## config.mk

```make
export PLATFORM = sky130hd
export DESIGN_NAME = row_decoder_hier
export DESIGN_NICKNAME = d
export VERILOG_FILES = /design/src/rtl/rowdec_pkg.sv /design/src/rtl/pair_predecoder.sv /design/src/rtl/pair_and_plane.sv /design/src/rtl/local_wl_driver.sv /design/src/rtl/row_decoder_hier.sv
export SDC_FILE = /design/constraint.sdc
export NUM_CORES = 1
export LEC_CHECK = 0
export ABC_AREA = 1
export BUFFER_PORTS_ARGS = -buffer_cell sky130_fd_sc_hd__buf_4
export CORE_AREA = 2 2 435 437
export CTS_CLUSTER_SIZE = 28
export DETAILED_ROUTE_END_ITERATION = 6
export DIE_AREA = 0 0 437 439
export PLACE_DENSITY = 0.48
export RECOVER_POWER = 25
export SLEW_MARGIN = 20
export SYNTH_ARGS = -nofsm -noshare
export SYNTH_HDL_FRONTEND = slang
export SYNTH_HIERARCHICAL = 1
export SYNTH_SLANG_ARGS = --single-unit
```

## constraint.sdc

```tcl
create_clock -name clk -period 1.96 [get_ports clk]
set_input_delay 0.392 -clock clk [delete_from_list [all_inputs] [get_ports clk]]
set_output_delay 0.392 -clock clk [all_outputs]
set_load 0.03 [all_outputs]
```

## src/rtl/rowdec_pkg.sv

```systemverilog
package rowdec_pkg;

  localparam int PAIR_W    = 2;
  localparam int GRP_LINES = 4;

  // Expand a 2-bit field into a 1-of-4 code.
  function automatic logic [GRP_LINES-1:0] pair_to_onehot(input logic [PAIR_W-1:0] v);
    logic [GRP_LINES-1:0] r;
    r = '0;
    r[v] = 1'b1;
    return r;
  endfunction

endpackage

```

## src/rtl/pair_predecoder.sv

```systemverilog
module pair_predecoder
  import rowdec_pkg::*;
#(
  parameter int ADDR_W = 10,
  localparam int NGRP  = ADDR_W / PAIR_W,
  localparam int PRE_W = NGRP * GRP_LINES
) (
  input  logic              clk,
  input  logic              rst_n,
  input  logic              en,
  input  logic [ADDR_W-1:0] addr,
  output logic [PRE_W-1:0]  pre_q
);

  logic [PRE_W-1:0] pre_d;

  // One 2-to-4 expander per address pair, gated by the enable.
  for (genvar g = 0; g < NGRP; g++) begin : g_pair
    assign pre_d[g*GRP_LINES +: GRP_LINES] =
      en ? pair_to_onehot(addr[g*PAIR_W +: PAIR_W]) : '0;
  end

  always_ff @(posedge clk or negedge rst_n) begin
    if (!rst_n) pre_q <= '0;
    else        pre_q <= pre_d;
  end

endmodule

```

## src/rtl/pair_and_plane.sv

```systemverilog
module pair_and_plane
  import rowdec_pkg::*;
#(
  parameter int NGRP  = 5,
  parameter int LO    = 1,
  parameter int CNT   = 3,
  localparam int PRE_W = NGRP * GRP_LINES,
  localparam int NOUT  = 1 << (PAIR_W * CNT)
) (
  input  logic [PRE_W-1:0] pre,
  output logic [NOUT-1:0]  sel
);

  // Output j takes, from each used group k, the line picked by digit k of j.
  for (genvar j = 0; j < NOUT; j++) begin : g_out
    logic [CNT-1:0] term;
    for (genvar k = 0; k < CNT; k++) begin : g_term
      localparam int DIGIT = (j >> (PAIR_W * k)) % GRP_LINES;
      assign term[k] = pre[(LO + k) * GRP_LINES + DIGIT];
    end
    assign sel[j] = &term;
  end

endmodule

```

## src/rtl/local_wl_driver.sv

```systemverilog
module local_wl_driver
  import rowdec_pkg::*;
#(
  parameter int NUM_BLK = 4,
  parameter int NGWL    = 64,
  localparam int ROWS_PER_BLK = NGWL * GRP_LINES,
  localparam int NROWS        = NUM_BLK * ROWS_PER_BLK
) (
  input  logic [NUM_BLK-1:0]   blk_sel,
  input  logic [NGWL-1:0]      gwl,
  input  logic [GRP_LINES-1:0] low_grp,
  output logic [NROWS-1:0]     lwl
);

  // Local line = block select AND global line AND low-pair line.
  for (genvar b = 0; b < NUM_BLK; b++) begin : g_blk
    for (genvar j = 0; j < NGWL; j++) begin : g_gwl
      for (genvar k = 0; k < GRP_LINES; k++) begin : g_low
        assign lwl[b*ROWS_PER_BLK + j*GRP_LINES + k] = blk_sel[b] & gwl[j] & low_grp[k];
      end
    end
  end

endmodule

```

## src/rtl/row_decoder_hier.sv

```systemverilog
module row_decoder_hier
  import rowdec_pkg::*;
#(
  parameter int ADDR_W    = 10,
  parameter int BLK_PAIRS = 1,
  localparam int NGRP     = ADDR_W / PAIR_W,
  localparam int PRE_W    = NGRP * GRP_LINES,
  localparam int GW_PAIRS = NGRP - 1 - BLK_PAIRS,
  localparam int NGWL     = 1 << (PAIR_W * GW_PAIRS),
  localparam int NUM_BLK  = 1 << (PAIR_W * BLK_PAIRS),
  localparam int NROWS    = 1 << ADDR_W
) (
  input  logic              clk,
  input  logic              rst_n,
  input  logic              en,
  input  logic [ADDR_W-1:0] row_addr,
  output logic [PRE_W-1:0]  pre_lines,
  output logic [NGWL-1:0]   gwl,
  output logic [NROWS-1:0]  lwl,
  output logic [NUM_BLK-1:0] blk_sleep
);

  logic [NGWL-1:0]    gwl_d;
  logic [NUM_BLK-1:0] blk_d;
  logic [NROWS-1:0]   lwl_d;

  // Stage 1: pair predecode, registered.
  pair_predecoder #(.ADDR_W(ADDR_W)) u_pre (
    .clk   (clk),
    .rst_n (rst_n),
    .en    (en),
    .addr  (row_addr),
    .pre_q (pre_lines)
  );

  // Stage 2a: global plane from the middle pairs.
  pair_and_plane #(.NGRP(NGRP), .LO(1), .CNT(GW_PAIRS)) u_gplane (
    .pre (pre_lines),
    .sel (gwl_d)
  );

  // Stage 2b: block plane from the top pairs.
  pair_and_plane #(.NGRP(NGRP), .LO(NGRP - BLK_PAIRS), .CNT(BLK_PAIRS)) u_bplane (
    .pre (pre_lines),
    .sel (blk_d)
  );

  // Stage 2c: local drivers resolve the lowest pair.
  local_wl_driver #(.NUM_BLK(NUM_BLK), .NGWL(NGWL)) u_drv (
    .blk_sel (blk_d),
    .gwl     (gwl_d),
    .low_grp (pre_lines[GRP_LINES-1:0]),
    .lwl     (lwl_d)
  );

  always_ff @(posedge clk or negedge rst_n) begin
    if (!rst_n) begin
      gwl       <= '0;
      lwl       <= '0;
      blk_sleep <= '1;
    end else begin
      gwl       <= gwl_d;
      lwl       <= lwl_d;
      blk_sleep <= ~blk_d;
    end
  end

endmodule

```

==> results.json, run 1 <==
{
  "die_width_um": 437,
  "antenna_found_initial": 13,
  "first_pass_iters": 5,
  "worstPathArrival_ns": 1.54,
  "routabilityCongestion": 0.861,
  "start_kind": "flip-flop",
  "ys_seq_elements": 1112,
  "p_per_area_mw_per_mm2": 936,
  "die_h_um": 439,
  "clockRootBuffer": "clkbuf_16",
  "path_buf_inv": 1,
  "reg2reg_setup_slack_ns": 0.09,
  "nets": 4022,
  "h-tree-depth": 3,
  "syn-cell-area_mm2": 0.0347,
  "grt_max_degree": 88,
  "r2r_end": "lwl[250]$_DFF_PN0_",
  "finalHoldViolCount": 0,
  "drv_cap": 0,
  "core-area_mm2": 0.187,
  "cp_cell_sequence": "buf_8",
  "hold_slack_ns": 0.373,
  "fmax_mhz": 519,
  "grt_pass1_wl_um": 229000,
  "wl_per_cell_um": 25.9,
  "fin_crit_ns": 1.93,
  "synth_top_cell_by_area": "dfrtp_1",
  "status": "finished, final reports clean",
  "synthFlopType": "dfrtp_1",
  "layout-drive-gt1-share": 0.381,
  "clkLatencyLatePin_ns": 0.76,
  "period_share": 0.984,
  "finalWirelength_um": 171000,
  "synth-edff-count": 0,
  "ir_drop_mv": 0.673,
  "die-area_mm2": 0.192,
  "drt_iter0_markers": 1794,
  "yosysTopAreaCellShare": 0.799,
  "numPortBuffers": 1124,
  "setup_violations": 0,
  "synth-async-reset-ratio": 1.00,
  "holdCritPathClass": "in -> async",
  "grt_use_total": 0.174,
  "cts_buffers": 118,
  "num_vias": 24900,
  "initial_core_util": 0.186,
  "ant_nets": 0,
  "p_leak_nw": 26.0,
  "dp_hpwl_um": 128000,
  "grt_pass1_vias": 25900,
  "cts_tree": "done",
  "clock-sinks": 1112,
  "vias_per_cell": 3.77,
  "post_synth_inst_count": 2673,
  "reg2reg_depth": 7,
  "area_delta_synth_final_pct": 48.0,
  "worstSetupEndpointType": "output port",
  "cp_slowest_cell": "dfrtp_4",
  "syn_avg_cell_area_um2": 13.0,
  "synth_area_leaders": "dfrtp_1, nor2_1, buf_6",
  "cts_max_path_buffers": 3,
  "cts.clk_slew.worst_paths_ns": 0.06,
  "rows": 159,
  "seq_area_frac_synth": 0.802,
  "synthDistinctLibCells": 9,
  "yosys_warnings": 6,
  "grt_overflow": 0,
  "synth_common_cells": "dfrtp_1, nor2_1, nand2_1",
  "io_pins": 1125,
  "cp_top_family": "flip-flops",
  "critPathRequiredTime_ns": 1.57,
  "path_max_fanout": 12,
  "slew_headroom": 0.318,
  "total_power_mw": 48.0,
  "r2r-start": "u_pre/pre_q[6]$_DFF_PN0_",
  "syn_nets": 2686,
  "fin_skew_ns": 0.0356,
  "worstSetupPathType": "reg -> out",
  "drc": 0,
  "max_stage_delay_ns": 0.60,
  "worst_pin_slew_ns": 1.02,
  "slew_violations": 0,
  "fin_tns_setup_ns": 0,
  "rsz0062_at_grt": "true"
}
area by class of cell:
| cell class | count | area, µm² |
|---|---|---|
| Sequential cell | 1112 | 27800 |
| Inverter | 22 | 113 |
| Timing Repair Buffer | 1365 | 10800 |
| Clock inverter | 49 | 601 |
| Multi-Input combinational cell | 1390 | 5290 |
| Fill cell | 19600 | 136000 |
| Clock buffer | 174 | 3550 |
| Antenna cell | 7 | 17.5 |
| Tap cell | 2495 | 3120 |
worst max path at each step:
stage | from | end | slack (ns) | depth (start not counted)
2_1_floorplan | u_pre/pre_q[12]$_DFF_PN0_ | lwl[772]$_DFF_PN0_ | 0.70 | 5
3_3_place_gp | u_pre/pre_q[12]$_DFF_PN0_ | lwl[9]$_DFF_PN0_ | -0.51 | 6
3_5_place_dp | u_pre/pre_q[8]$_DFF_PN0_ | lwl[78]$_DFF_PN0_ | -0.27 | 6
4_1_cts | u_pre/pre_q[16]$_DFF_PN0_ | pre_lines[16] | -0.12 | 2
5_1_grt | u_pre/pre_q[16]$_DFF_PN0_ | pre_lines[16] | -0.05 | 1
6_report | u_pre/pre_q[16]$_DFF_PN0_ | pre_lines[16] | 0.03 | 1
power breakdown:
group | internal [mW] | switching (mW) | total [mW]
clock | 13.7 | 9.86 | 23.5
sequential | 23.0 | 0.0291 | 23.0
combinational | 0.311 | 1.20 | 1.51
total | 36.9 | 11.1 | 48.0
cells in the final DEF, fill, tap and decap left out, types with 5 or more instances in the layout:
cell and n:
inv_8 6, buf_6 11, dlygate4sd3_1 21, nor2_2 13, dfrtp_1 1104, clkbuf_1 35, nor2_4 5, inv_1 14
diode_2 7, nor2_1 1090, clkbuf_16 120, inv_6 6, nand2_1 282, clkbuf_8 34, buf_4 1260, clkinv_2 22
buf_12 38, clkbuf_2 8, clkinvlp_4 5, bufinv_16 8
logic make-up (layout without fill, tap and decap cells):
logic type,count (synthesis),count (layout),synth area share
buffers and inverters,171,1610,0.0475
DFF,1112,1112,0.802
other,0,7,0
and+or+nand+nor,1390,1390,0.150
through the flow:
step,instance area [µm²],cells,utilization,worst slack (ns)
floorplan,34700,2673,-,0.705
global placement,47000,6354,0.251,-0.513
detailed placement,47000,6354,0.251,-0.266
CTS,51600,6610,0.276,-0.117
global route,51300,6608,0.274,-0.0525
finish,51300,6614,0.275,0.0315
repair_timing:
item	4_1_cts	5_1_grt
endpoints found under the hold margin	511	0
cloned	2	0
hold buffers	21	0
setup buffers	10	0
resized for setup	26	5
endpoints found under the setup margin	78	16
layer usage:
layer | part of all wire | wire length, µm | GRT usage | up-vias
li1 | - | - | - | 10700
met1 | 0.40 | 68000 | 0.210 | 13000
met2 | 0.51 | 87000 | 0.300 | 939
met3 | 0.063 | 10800 | 0.0445 | 230
met4 | 0.031 | 5380 | 0.0565 | 4
met5 | 0.00014 | 24 | 0 | -
state kept, by name (all words and copies together), names as in the netlist:
register     count
lwl           1024
gwl             64
u_pre/pre_q     20
blk_sleep        4
Power figures use the tool's default switching activity.
==> inputs of run 2 (changes only) <==
Settings changed: PLACE_DENSITY 0.48 to default, PLACE_DENSITY_LB_ADDON from default to 0.1.
==> results.json, run 2 (same netlist as run 1, synthesis figures left out) <==
{
  "largest_register": "lwl",
  "first_pass_iters": 5,
  "clkLatencyLatePin_ns": 0.79,
  "reg2reg_setup_slack_ns": 0.05,
  "die_width_um": 437,
  "rows": 159,
  "numPortBuffers": 1124,
  "wl_met3_um": 13700,
  "cts_buffers": 137,
  "dp_hpwl_um": 136000,
  "die_h_um": 439,
  "cp_slowest_cell": "dfrtp_4",
  "grt_pass1_wl_um": 246000,
  "io_pins": 1125,
  "p_switching_mw": 11.8,
  "core-area_mm2": 0.187,
  "worstSetupPathType": "reg -> out",
  "comb_power_share": 0.032,
  "reg2reg_depth": 5,
  "final_cell_mix": "buf_4, dfrtp_1, nor2_1",
  "fmax_mhz": 504,
  "drc": 0,
  "worstPathArrival_ns": 1.59,
  "swShare": 0.236,
  "largest_reg_flops": 1024,
  "r2r-start": "u_pre/pre_q[17]$_DFF_PN0_",
  "min-delay-start": "row_addr[9]",
  "status": "finished, violations left",
  "drt_iter0_markers": 1409,
  "cts_max_path_buffers": 3,
  "cp_cell_sequence": "buf_12, buf_8",
  "grt_pass1_vias": 26600,
  "die-area_mm2": 0.192,
  "n_fill_cell": 19700,
  "antenna_found_initial": 16,
  "clock-sinks": 1112,
  "total_power_mw": 50.0,
  "cts.clk_slew.worst_paths_ns": 0.06,
  "worstSetupEndpointType": "output port",
  "grt_max_degree": 98,
  "initial_core_util": 0.186,
  "p_clk_frac": 0.508,
  "ir_drop_mv": 0.781,
  "finalHoldViolCount": 0,
  "dp_slack_ns": -0.359,
  "worst_slack_ns": -0.0224,
  "top_regs": "lwl: 1024 flops, gwl: 64 flops, u_pre/pre_q: 20 flops",
  "route.met2.wl_um": 94300,
  "worst_pin_slew_ns": 1.30,
  "critPathRequiredTime_ns": 1.57,
  "start_kind": "flip-flop",
  "num_vias": 24500,
  "min_path_cells": 3,
  "fin_crit_ns": 1.98,
  "max_stage_delay_ns": 0.49,
  "finalWirelength_um": 185000,
  "p_per_area_mw_per_mm2": 967,
  "wl_per_cell_um": 27.9,
  "p_leak_nw": 26.2,
  "mostFrequentLayoutCell": "buf_4",
  "wl_met1_um": 70300,
  "hold_slack_ns": 0.380,
  "area_delta_synth_final_pct": 49.2,
  "vias_per_cell": 3.69,
  "slew_violations": 0,
  "fin_tns_setup_ns": -0.0224,
  "grt_overflow": 0,
  "period_share": 1.01,
  "rsz0062_at_grt": "true",
  "holdPathEnd": "u_pre/pre_q[17]$_DFF_PN0_",
  "holdCritPathClass": "in -> reg",
  "power_frac_seq": 0.460,
  "setup_violations": 1,
  "nets": 4036,
  "r2r_end": "lwl[318]$_DFF_PN0_",
  "violations": "setup timing",
  "h-tree-depth": 4,
  "grt_use_total": 0.189,
  "path_max_fanout": 7,
  "routabilityCongestion": 0.807,
  "fin_skew_ns": 0.0214,
  "drv_cap": 0,
  "route.top_layer_used": "met5",
  "ant_nets": 0,
  "clockRootBuffer": "clkbuf_16",
  "intPower_mw": 38.2,
  "layout-drive-gt1-share": 0.384,
  "cts_tree": "done",
  "slew_headroom": 0.134
}
-- run 2: changes by cell type in the layout (fill, tap and decap cells not counted), moves of 4 or more --
cell / previous run / this run
clkbuf_8: 34 / 28
clkbuf_16: 120 / 139
clkinv_2: 22 / 13
buf_4: 1260 / 1246
clkinv_16: 4 / 0
nor2_1: 1090 / 1085
nor2_2: 13 / 19
buf_8: 3 / 11
inv_16: 0 / 5
dfrtp_1: 1104 / 1095
clkbuf_1: 35 / 43
dfrtp_2: 0 / 9
clkbuf_2: 8 / 15
buf_6: 11 / 16
-- run 2: metrics by stage --
step           cell area [µm²]  instances  utilization
2_1_floorplan            34700       2673            -
3_3_place_gp             46900       6343        0.251
3_5_place_dp             46900       6344        0.251
4_1_cts                  51900       6621        0.277
5_1_grt                  51700       6623        0.277
6_report                 51800       6629        0.277
-- run 2: power groups by stage --
| stage | clock network [mW] | logic, mW | registers [mW] |
|---|---|---|---|
| 3_3_place_gp | 0 | 1.61 | 23.4 |
| 2_1_floorplan | 0 | 0.483 | 23.5 |
| 5_1_grt | 27.1 | 1.76 | 23.0 |
| 6_report | 25.4 | 1.58 | 23.0 |
| 4_1_cts | 26.3 | 1.73 | 23.0 |
| 3_5_place_dp | 0 | 1.61 | 23.4 |
-- run 2: worst max-delay path by stage --
stage | from | to | slack, ns
finish | u_pre/pre_q[16]$_DFF_PN0_ | pre_lines[16] | -0.02
global route | u_pre/pre_q[16]$_DFF_PN0_ | pre_lines[16] | -0.10
CTS | u_pre/pre_q[16]$_DFF_PN0_ | pre_lines[16] | -0.19
detailed placement | u_pre/pre_q[11]$_DFF_PN0_ | lwl[311]$_DFF_PN0_ | -0.36
global placement | u_pre/pre_q[8]$_DFF_PN0_ | lwl[844]$_DFF_PN0_ | -0.46
floorplan | u_pre/pre_q[12]$_DFF_PN0_ | lwl[772]$_DFF_PN0_ | 0.70
-- run 2: area by class of cell --
| type | instances | area [µm²] | area share |
|---|---|---|---|
| tap | 2495 | 3120 | 0.0603 |
| timing repair buffer | 1360 | 10900 | 0.211 |
| clock inverter | 36 | 442 | 0.00853 |
| clock buffer | 206 | 4010 | 0.0775 |
| inverter | 22 | 113 | 0.00218 |
| sequential | 1112 | 27900 | 0.538 |
| multi-input combinational | 1390 | 5300 | 0.102 |
| antenna | 8 | 20.0 | 0.000387 |
-- run 2: repair_timing --
item                                    CTS  global route
hold buffers                             22             0
gates cloned                              3             0
endpoints found under the setup margin  109            36
buffers inserted                         10             3
resized for setup                        45            10
endpoints found under the hold margin   766             0
-- run 2: metal layers --
metal,up-vias,track usage
met5,-,0
met4,4,0.0692
met3,228,0.0650
met2,842,0.330
met1,12600,0.213
li1,10800,-
-- run 2: critical path, delay by kind of cell, from the launching register on --
family	cells	cell delay, ns
flops	1	0.49
buf+inv	2	0.30
